<file path="src/rtl/sfc_pkg.sv">
package sfc_pkg;

  typedef struct packed {
    logic hw;
    logic sw;
  } sfc_mode_t;

  // thresholds form a usable window only when resume sits strictly below halt
  function automatic logic window_ok(input int unsigned halt, input int unsigned resume);
    return resume < halt;
  endfunction

  // next throttle state from the receive fill level
  function automatic logic throttle_next(input logic cur, input int unsigned lvl,
                                         input int unsigned halt, input int unsigned resume);
    if (lvl >= halt) return 1'b1;
    if (lvl <= resume) return 1'b0;
    return cur;
  endfunction

endpackage

</file>
<file path="src/rtl/sfc_char_match.sv">
module sfc_char_match #(
  parameter int CW = 8
) (
  input  logic          sw_on,
  input  logic          rx_stb,
  input  logic [CW-1:0] rx_byte,
  input  logic [CW-1:0] xon_code,
  input  logic [CW-1:0] xoff_code,
  output logic          hit_xon,
  output logic          hit_xoff,
  output logic          hit_other,
  output logic          keep
);
  logic eq_on, eq_off;

  always_comb begin
    eq_off    = (rx_byte == xoff_code);
    eq_on     = (rx_byte == xon_code);
    hit_xoff  = sw_on & rx_stb & eq_off;
    hit_xon   = sw_on & rx_stb & eq_on & ~eq_off;
    hit_other = sw_on & rx_stb & ~eq_on & ~eq_off;
    keep      = rx_stb & ~hit_xon & ~hit_xoff;
  end
endmodule

</file>
<file path="src/rtl/sfc_rx_throttle.sv">
module sfc_rx_throttle
  import sfc_pkg::*;
#(
  parameter int LW = 7
) (
  input  logic          clk,
  input  logic          rst_n,
  input  sfc_mode_t     mode,
  input  logic [LW-1:0] level,
  input  logic [LW-1:0] halt_lvl,
  input  logic [LW-1:0] resume_lvl,
  output logic          throttle,
  output logic          xon_req,
  output logic          xoff_req
);
  logic any_on, thr_nxt, enter_ev, leave_ev;

  always_comb begin
    any_on   = mode.hw | mode.sw;
    thr_nxt  = any_on ? throttle_next(throttle, 32'(level), 32'(halt_lvl), 32'(resume_lvl))
                      : 1'b0;
    enter_ev = mode.sw & ~throttle & thr_nxt;
    leave_ev = mode.sw & throttle & ~thr_nxt;
  end

  always_ff @(posedge clk) begin
    if (!rst_n) begin
      throttle <= 1'b0;
      xon_req  <= 1'b0;
      xoff_req <= 1'b0;
    end else begin
      throttle <= thr_nxt;
      xon_req  <= leave_ev;
      xoff_req <= enter_ev;
    end
  end


  no_dual_req_chk: assert property (@(posedge clk) disable iff (!rst_n)
    !(xon_req && xoff_req));

  xoff_cause_chk: assert property (@(posedge clk) disable iff (!rst_n)
    xoff_req |-> throttle && !$past(throttle));

  idle_clear_chk: assert property (@(posedge clk) disable iff (!rst_n)
    !(mode.hw || mode.sw) |=> !throttle);
endmodule

</file>
<file path="src/rtl/sfc_tx_gate.sv">
module sfc_tx_gate
  import sfc_pkg::*;
(
  input  logic      clk,
  input  logic      rst_n,
  input  sfc_mode_t mode,
  input  logic      any_resume,
  input  logic      cts_n,
  input  logic      tx_busy,
  input  logic      hit_xon,
  input  logic      hit_xoff,
  input  logic      hit_other,
  output logic      tx_gate,
  output logic      xoff_hold
);
  logic hold_nxt, stop_want;

  always_comb begin
    hold_nxt = xoff_hold;
    if (!mode.sw)                       hold_nxt = 1'b0;
    else if (hit_xoff)                  hold_nxt = 1'b1;
    else if (hit_xon)                   hold_nxt = 1'b0;
    else if (hit_other && any_resume)   hold_nxt = 1'b0;
    stop_want = (mode.hw & cts_n) | xoff_hold;
  end

  always_ff @(posedge clk) begin
    if (!rst_n) begin
      xoff_hold <= 1'b0;
      tx_gate   <= 1'b1;
    end else begin
      xoff_hold <= hold_nxt;
      if (!tx_busy) tx_gate <= ~stop_want;
    end
  end


  gate_freeze_chk: assert property (@(posedge clk) disable iff (!rst_n)
    tx_busy |=> $stable(tx_gate));

  xoff_halts_chk: assert property (@(posedge clk) disable iff (!rst_n)
    hit_xoff |=> xoff_hold);
endmodule

</file>
<file path="src/rtl/serial_flow_ctrl.sv">
module serial_flow_ctrl
  import sfc_pkg::*;
#(
  parameter int DEPTH = 64,
  parameter int CW    = 8,
  parameter int LW    = $clog2(DEPTH + 1)
) (
  input  logic          clk,
  input  logic          rst_n,
  input  logic          hw_en,
  input  logic          sw_en,
  input  logic          any_resume,
  input  logic [LW-1:0] halt_lvl,
  input  logic [LW-1:0] resume_lvl,
  input  logic [CW-1:0] xon_code,
  input  logic [CW-1:0] xoff_code,
  input  logic [LW-1:0] rx_level,
  input  logic          rx_stb,
  input  logic [CW-1:0] rx_byte,
  input  logic          cts_n,
  input  logic          tx_busy,
  output logic          rts_n,
  output logic          tx_gate,
  output logic          xon_req,
  output logic          xoff_req,
  output logic          rx_keep
);
  sfc_mode_t mode;
  logic cfg_ok, throttle, xoff_hold;
  logic hit_xon, hit_xoff, hit_other;

  always_comb begin
    cfg_ok  = window_ok(32'(halt_lvl), 32'(resume_lvl));
    mode.hw = hw_en & cfg_ok;
    mode.sw = sw_en & cfg_ok;
    rts_n   = mode.hw & throttle;
  end

  sfc_char_match #(.CW(CW)) u_match (
    .sw_on(mode.sw), .rx_stb(rx_stb), .rx_byte(rx_byte),
    .xon_code(xon_code), .xoff_code(xoff_code),
    .hit_xon(hit_xon), .hit_xoff(hit_xoff), .hit_other(hit_other), .keep(rx_keep)
  );

  sfc_rx_throttle #(.LW(LW)) u_thr (
    .clk(clk), .rst_n(rst_n), .mode(mode), .level(rx_level),
    .halt_lvl(halt_lvl), .resume_lvl(resume_lvl),
    .throttle(throttle), .xon_req(xon_req), .xoff_req(xoff_req)
  );

  sfc_tx_gate u_gate (
    .clk(clk), .rst_n(rst_n), .mode(mode), .any_resume(any_resume),
    .cts_n(cts_n), .tx_busy(tx_busy),
    .hit_xon(hit_xon), .hit_xoff(hit_xoff), .hit_other(hit_other),
    .tx_gate(tx_gate), .xoff_hold(xoff_hold)
  );


  keep_needs_stb_chk: assert property (@(posedge clk) disable iff (!rst_n)
    rx_keep |-> rx_stb);

  rts_idle_chk: assert property (@(posedge clk) disable iff (!rst_n)
    !hw_en |-> !rts_n);
endmodule

</file>
<file path="config.mk">
export PLATFORM = sky130hd
export DESIGN_NAME = serial_flow_ctrl
export DESIGN_NICKNAME = d
export VERILOG_FILES = /design/src/rtl/sfc_pkg.sv /design/src/rtl/sfc_char_match.sv /design/src/rtl/sfc_rx_throttle.sv /design/src/rtl/sfc_tx_gate.sv /design/src/rtl/serial_flow_ctrl.sv
export SDC_FILE = /design/constraint.sdc
export NUM_CORES = 1
export LEC_CHECK = 0
export CAP_MARGIN = 20
export CORE_ASPECT_RATIO = 1.4
export CORE_MARGIN = 4
export CORE_UTILIZATION = 38
export CTS_CLUSTER_DIAMETER = 100
export DETAILED_ROUTE_END_ITERATION = 6
export PLACE_DENSITY = 0.88
export SLEW_MARGIN = 20
export SYNTH_ARGS = -nofsm -noshare
export SYNTH_HDL_FRONTEND = slang
export SYNTH_SLANG_ARGS = --single-unit
</file>
<file path="constraint.sdc">
create_clock -name clk -period 2.9 [get_ports clk]
set_input_delay 0.58 -clock clk [delete_from_list [all_inputs] [get_ports clk]]
set_output_delay 0.58 -clock clk [all_outputs]
set_load 0.005 [all_outputs]
</file>
==> results of run 1 <==
-- critical path, stage by stage --
cell	delay (ns)
sky130_fd_sc_hd__clkdlybuf4s50_1	0.45
sky130_fd_sc_hd__inv_1	0.07
sky130_fd_sc_hd__ha_4	0.28
sky130_fd_sc_hd__nand2_1	0.05
sky130_fd_sc_hd__o21ai_1	0.16
sky130_fd_sc_hd__a21oi_2	0.08
sky130_fd_sc_hd__buf_4	0.13
sky130_fd_sc_hd__and3_1	0.18
sky130_fd_sc_hd__dlygate4sd2_1	0.26
-- cell type report --
class	instances	area, µm²
inverter	14	52.55
clock buffer	4	26.28
multi-input combinational	85	738.2
timing repair buffer	66	631.9
fill	139	445.4
sequential	5	100.1
tap	21	26.28
-- metal layers --
| metal | GRT usage | vias up |
|---|---|---|
| li1 | - | 515 |
| met1 | 0.1548 | 452 |
| met2 | 0.3792 | 58 |
| met3 | 0.03989 | 2 |
| met4 | 0.05051 | 0 |
| met5 | 0 | - |
-- Yosys cell counts --
cell,count
sky130_fd_sc_hd__nand2_1,6
sky130_fd_sc_hd__inv_1,14
sky130_fd_sc_hd__a311o_1,1
sky130_fd_sc_hd__o211ai_1,2
sky130_fd_sc_hd__ha_1,20
sky130_fd_sc_hd__nand3_1,3
sky130_fd_sc_hd__nand4_1,5
sky130_fd_sc_hd__dfxtp_1,5
sky130_fd_sc_hd__a31oi_2,1
sky130_fd_sc_hd__and3_1,2
sky130_fd_sc_hd__nor2b_1,2
sky130_fd_sc_hd__a21o_1,3
sky130_fd_sc_hd__nand2b_1,2
sky130_fd_sc_hd__xnor2_1,16
sky130_fd_sc_hd__and2_1,1
sky130_fd_sc_hd__o221ai_1,1
sky130_fd_sc_hd__nor3_1,1
sky130_fd_sc_hd__nor2_1,3
sky130_fd_sc_hd__o21ai_0,4
sky130_fd_sc_hd__and4b_1,1
sky130_fd_sc_hd__a221o_1,1
sky130_fd_sc_hd__or3b_1,1
sky130_fd_sc_hd__a21oi_1,8
sky130_fd_sc_hd__a31oi_1,1
-- flip-flops by register name, indices dropped and copies added (netlist names) --
| register | count |
|---|---|
| u_gate.tx_gate | 1 |
| u_gate.xoff_hold | 1 |
| u_thr.throttle | 1 |
| u_thr.xoff_req | 1 |
| u_thr.xon_req | 1 |
-- cells by family (layout without fill, tap and decap cells) --
kind of cell,count (synthesis),after routing,share of synthesized area
AOI/OAI and AO/OA,22,22,0.1737
adders and majority gates,20,20,0.2994
buffers and inverters,14,84,0.06287
DFF,5,5,0.1198
and+or+nand+nor,27,27,0.1766
xor gates and xnor gates,16,16,0.1677
-- power groups by stage --
| stage | sequential [mW] | clock, mW | combinational (mW) |
|---|---|---|---|
| after floorplan | 0.0743 | 0 | 0.0762 |
| after global placement | 0.0743 | 0 | 0.182 |
| after detailed placement | 0.0745 | 0 | 0.190 |
| after CTS | 0.0733 | 0.0841 | 0.197 |
| after global routing | 0.0736 | 0.0851 | 0.228 |
| final | 0.0734 | 0.0824 | 0.209 |
-- through the flow --
step | setup TNS, ns | util | hold WS (ns)
2_1_floorplan | 0 | - | 0.4303
3_3_place_gp | -0.4521 | 0.7350 | 0.4580
3_5_place_dp | -0.5448 | 0.7350 | 0.4638
4_1_cts | -0.06169 | 0.7604 | 0.4768
5_1_grt | -0.003218 | 0.7796 | 0.5016
6_report | 0 | 0.7796 | 0.4704
-- what timing repair did --
| item | CTS | global route |
|---|---|---|
| setup endpoints to repair | 2 | 1 |
| pin swaps | 4 | 4 |
| buffers inserted | 1 | 1 |
| cloned | 0 | 0 |
| resized for setup | 7 | 8 |
| hold buffers | 0 | 0 |
| hold endpoints to repair | 0 | 0 |
-- final timing paths --
check | startpoint | to | slack, ns | depth (start not counted)
setup / recovery | halt_lvl[2] | rts_n | 0.08 | 9
hold / removal | u_gate.tx_gate | u_gate.tx_gate | 0.47 | 2
setup reg to reg | u_gate.xoff_hold | u_gate.xoff_hold | 1.93 | 2
hold reg to reg | u_gate.tx_gate | u_gate.tx_gate | 0.47 | 2
==> qor.yml, run 1 <==
detailed_routing:
  route.met3.wl_um: 318
  top_layer_used: "met4"
  drt_drc_violations_left: 0
  met2WireLength_um: 1631
  wl_on_met1_um: 884
  viasPerCell: 5.267
  detail-route-antenna-nets: 0
  route.detailed.wl_per_inst_um: 14.62
  route.vias.total: 1027
  drt-initial-drc-count: 27
  finalWirelength_um: 2850
  number_of_search_and_repair_iterations_in_the_first_detailed_routing_pass: 4
synthesis:
  synth_register_bits: 5
  yosysUniqueCellTypes: 24
  number_of_nets_in_the_synthesized_netlist: 177
  mean_instance_size_in_the_synthesized_netlist_um2: 8.037
  synth_area_leaders: "sky130_fd_sc_hd__ha_1 (30%), sky130_fd_sc_hd__xnor2_1 (17%), sky130_fd_sc_hd__dfxtp_1 (12%)"
  yosysWarnings: 0
  synthDominantAreaCellType: "sky130_fd_sc_hd__ha_1"
  synth.cell_area_um2: 835.8
  yosysSeqAreaShare: 0.1198
  synthCells: 104
  synth_largest_type_area_fraction: 0.2994
timing:
  layout_min_cycle_time_ns: 2.823
  tightest_slew_ns: 0.2165
  max_clock_freq_ghz: 0.3542
  timing.final.hold_violations: 0
  skew_ns: 0.003892
  finalWorstSetupSlack_ns: 0.07691
  max_slew_margin: 0.8557
  slew_violations: 0
  final-setup-viol-count: 0
  final.period_utilization: 0.9735
power_and_ir_drop:
  highest_ir_drop_seen_on_vdd_mv: 0.2199
  power.static_leakage_nw: 0.6840
  switching_share: 0.3018
  powerDensity_mw_per_mm2: 231.4
  p_total_mw: 0.3645
  p_clk_frac: 0.226
  internal_power_mw: 0.2545
  fraction_of_power_consumed_by_combinational_cells: 0.573
  pwr-share-seq: 0.201
  p_switching_mw: 0.1100
clock_tree:
  cts.sink_count: 5
  tritoncts.num_buffers: 3
  cts_buffer_depth: 2
  htree_levels: 1
  clk_latency_ns: 0.25
  tritoncts: "yes"
  path_clk_slew_ns: 0.04
  cts.root.buffer_cell: "sky130_fd_sc_hd__clkbuf_4"
placed_design:
  post_dp_cell_area_mm2: 0.001485
  pre_cts_ws_ns: -0.2939
  number_of_instances_in_the_placed_design: 189
  io_buffer_count: 57
  gp_congestion: 0.7907
  detailedPlacementHpwl_um: 2369
worst_setup_path:
  startpoint_type: "primary input"
  worst-endpoint-arrival_ns: 2.24
  worstPathMaxFanout: 2
  worst_setup_path_end_kind: "output pin"
  critPathKind: "primary input to output pin"
  wp_data_required_ns: 2.32
global_route:
  grt_first_pass_wirelength_um: 4167
  antenna_found_initial: 0
  grt.total_usage: 0.1843
  grt_start_max_net_pins: 5
  via_count_of_the_first_global_routing_pass: 1131
  grt.overflow.total: 0
floorplanning:
  placeable_core_area_mm2: 0.002021
  initial_utilization: 0.4136
  die_height_um: 63.49
  die_area_mm2: 0.003024
  rows: 19
  top_level_ports: 58
  die_w_um: 47.64
job:
  max_cap_viol_count: 0
final_layout:
  post_route_cells_drive_above_1_share: 0.1322
  postLayoutCellArea_mm2: 0.001575
  most-common-layout-cells: "sky130_fd_sc_hd__clkdlybuf4s50_1 (55), sky130_fd_sc_hd__ha_1 (17), sky130_fd_sc_hd__xnor2_1 (16)"
  stdcell_count: 195
  final_common_cell: "sky130_fd_sc_hd__clkdlybuf4s50_1"
  layout.nets: 248
  insertedDiodeCount: 0
  area.growth.synth_to_final_pct: 88.47
worst_hold_path:
  timing.hold.worst.class: "flop to flop"
run_status:
  run_status: "finished clean"
No activity file was read; power rests on OpenSTA's default activity.
==> run 2, diff against run 1 <==
GPL_ROUTABILITY_DRIVEN = 0   (was not set)
PLACE_DENSITY = 0.95   (was 0.88)
==> run 2 against run 1 <==
Register-to-register slack about the same. Die area did not move. Power shrank 2.6%. Clock power shrank 2%. Worst setup slack gained 0.012 ns. Critical path type unchanged. Largest cell class unchanged.
==> qor.yml, run 2 (synthesis gave the netlist of run 1 again) <==
floorplanning:
  initial_utilization: 0.4136
  die_height_um: 63.49
  rows: 19
  die_area_mm2: 0.003024
  die_w_um: 47.64
  top_level_ports: 58
  placeable_core_area_mm2: 0.002021
clock_tree:
  tritoncts: "yes"
  tritoncts.num_buffers: 3
  cts.root.buffer_cell: "sky130_fd_sc_hd__clkbuf_4"
  path_clk_slew_ns: 0.04
  cts_buffer_depth: 2
  clk_latency_ns: 0.24
  cts.sink_count: 5
  htree_levels: 1
global_route:
  grt_first_pass_wirelength_um: 4008
  grt_start_max_net_pins: 5
  grt.total_usage: 0.1799
  grt.overflow.total: 0
  antenna_found_initial: 0
  via_count_of_the_first_global_routing_pass: 1095
power_and_ir_drop:
  p_total_mw: 0.3549
  p_clk_frac: 0.228
  power.static_leakage_nw: 0.6856
  internal_power_mw: 0.2516
  highest_ir_drop_seen_on_vdd_mv: 0.1672
  p_switching_mw: 0.1033
  switching_share: 0.2911
  fraction_of_power_consumed_by_combinational_cells: 0.565
  powerDensity_mw_per_mm2: 228.0
  pwr-share-seq: 0.206
final_layout:
  insertedDiodeCount: 0
  area.growth.synth_to_final_pct: 86.23
  layout.nets: 249
  final_common_cell: "sky130_fd_sc_hd__clkdlybuf4s50_1"
  post_route_cells_drive_above_1_share: 0.1143
  finalCoreUtilization: 0.7703
  most-common-layout-cells: "sky130_fd_sc_hd__clkdlybuf4s50_1 (55), sky130_fd_sc_hd__ha_1 (18), sky130_fd_sc_hd__xnor2_1 (16)"
  n_fill_cell: 142
worst_setup_path:
  cp_slowest_cell: "sky130_fd_sc_hd__clkdlybuf4s50_1"
  critical_path.max_stage_delay_ns: 0.45
  worst-endpoint-arrival_ns: 2.23
  wp_data_required_ns: 2.32
  worst_setup_path_end_kind: "output pin"
  worstPathMaxFanout: 2
  startpoint_type: "primary input"
  timing.critical_path.cells: "clkdlybuf4s50_1 -> inv_1 -> ha_1 -> a21oi_1 -> o21ai_1 -> a21oi_2 -> buf_4 -> o211ai_1 -> and2_1 -> clkbuf_2"
  critPathKind: "primary input to output pin"
timing:
  slew_violations: 0
  skew_ns: 0.002416
  fin_setup_tns_ns: 0
  layout_min_cycle_time_ns: 2.811
  tightest_slew_ns: 0.2224
  final-setup-viol-count: 0
  max_clock_freq_ghz: 0.3557
  finalWorstSetupSlack_ns: 0.08860
  max_slew_margin: 0.8517
  final.period_utilization: 0.9694
  timing.final.hold_violations: 0
  worst_hold_slack_ns: 0.4748
detailed_routing:
  finalWirelength_um: 2656
  detail-route-antenna-nets: 0
  viasPerCell: 5.204
  drt-initial-drc-count: 5
  number_of_search_and_repair_iterations_in_the_first_detailed_routing_pass: 4
  drt_drc_violations_left: 0
  route.vias.total: 1020
  route.detailed.wl_per_inst_um: 13.55
job:
  max_cap_viol_count: 0
placed_design:
  detailedPlacementHpwl_um: 2367
  pre_cts_ws_ns: -0.3294
  io_buffer_count: 57
run_status:
  run_status: "finished clean"
worst_hold_path:
  timing.hold.worst.class: "flop to flop"
run 2: changes by cell type in the layout (fill, tap and decap cells not counted), sizes merged:
cell / delta
buf: +1
clkbuf: +1
dlygate4sd2: -1
run 2: layout make-up:
type                    instances  area (µm²)  area share
flip-flops and latches          5       100.1     0.06431
clock buffers                   4       26.28     0.01688
repair buffers                 67       635.6      0.4084
well taps                      21       26.28     0.01688
inverters                      14       52.55     0.03376
multi-input cells              85       715.7      0.4598
run 2: timing repair:
item | in CTS | in global routing
hold buffers | 0 | 0
gates resized for setup | 4 | 8
pin swaps | 0 | 3
setup buffers | 1 | 1
setup endpoints to repair | 2 | 2
run 2: worst paths after layout:
path | start | endpoint | slack (ns) | depth (start not counted)
hold / removal | u_thr.throttle | u_thr.xoff_req | 0.47 | 1
setup reg to reg | u_gate.xoff_hold | u_gate.xoff_hold | 1.93 | 2
setup / recovery | halt_lvl[2] | rx_keep | 0.09 | 10
hold reg to reg | u_thr.throttle | u_thr.xoff_req | 0.47 | 1
run 2: layer usage:
metal	share of wire	vias to the layer above	wire length, µm	track usage
met2	0.53	55	1412	0.3523
met5	0	-	0	0
met3	0.12	5	315	0.06553
met1	0.33	446	881	0.1508
met4	0.017	0	46	0.05387
li1	-	514	-	-
run 2: per-stage QoR:
step                cells  area [µm²]
floorplan             104       835.8
global placement      190        1493
detailed placement    190        1493
CTS                   195        1528
global route          196        1556
finish                196        1556
run 2: power groups by stage:
stage	clock [mW]	combinational, mW	sequential [mW]
5_1_grt	0.0946	0.221	0.0733
4_1_cts	0.0822	0.194	0.0732
3_3_place_gp	0	0.180	0.0743
6_report	0.0810	0.201	0.0732
2_1_floorplan	0	0.0762	0.0743
3_5_place_dp	0	0.190	0.0745
run 2: critical path: cells and delay by family:
kind | cells | cell delay [ns]
adders and majority gates | 1 | 0.28
AOI/OAI and AO/OA | 4 | 0.47
and+or+nand+nor | 1 | 0.16
buffers and inverters | 4 | 0.75
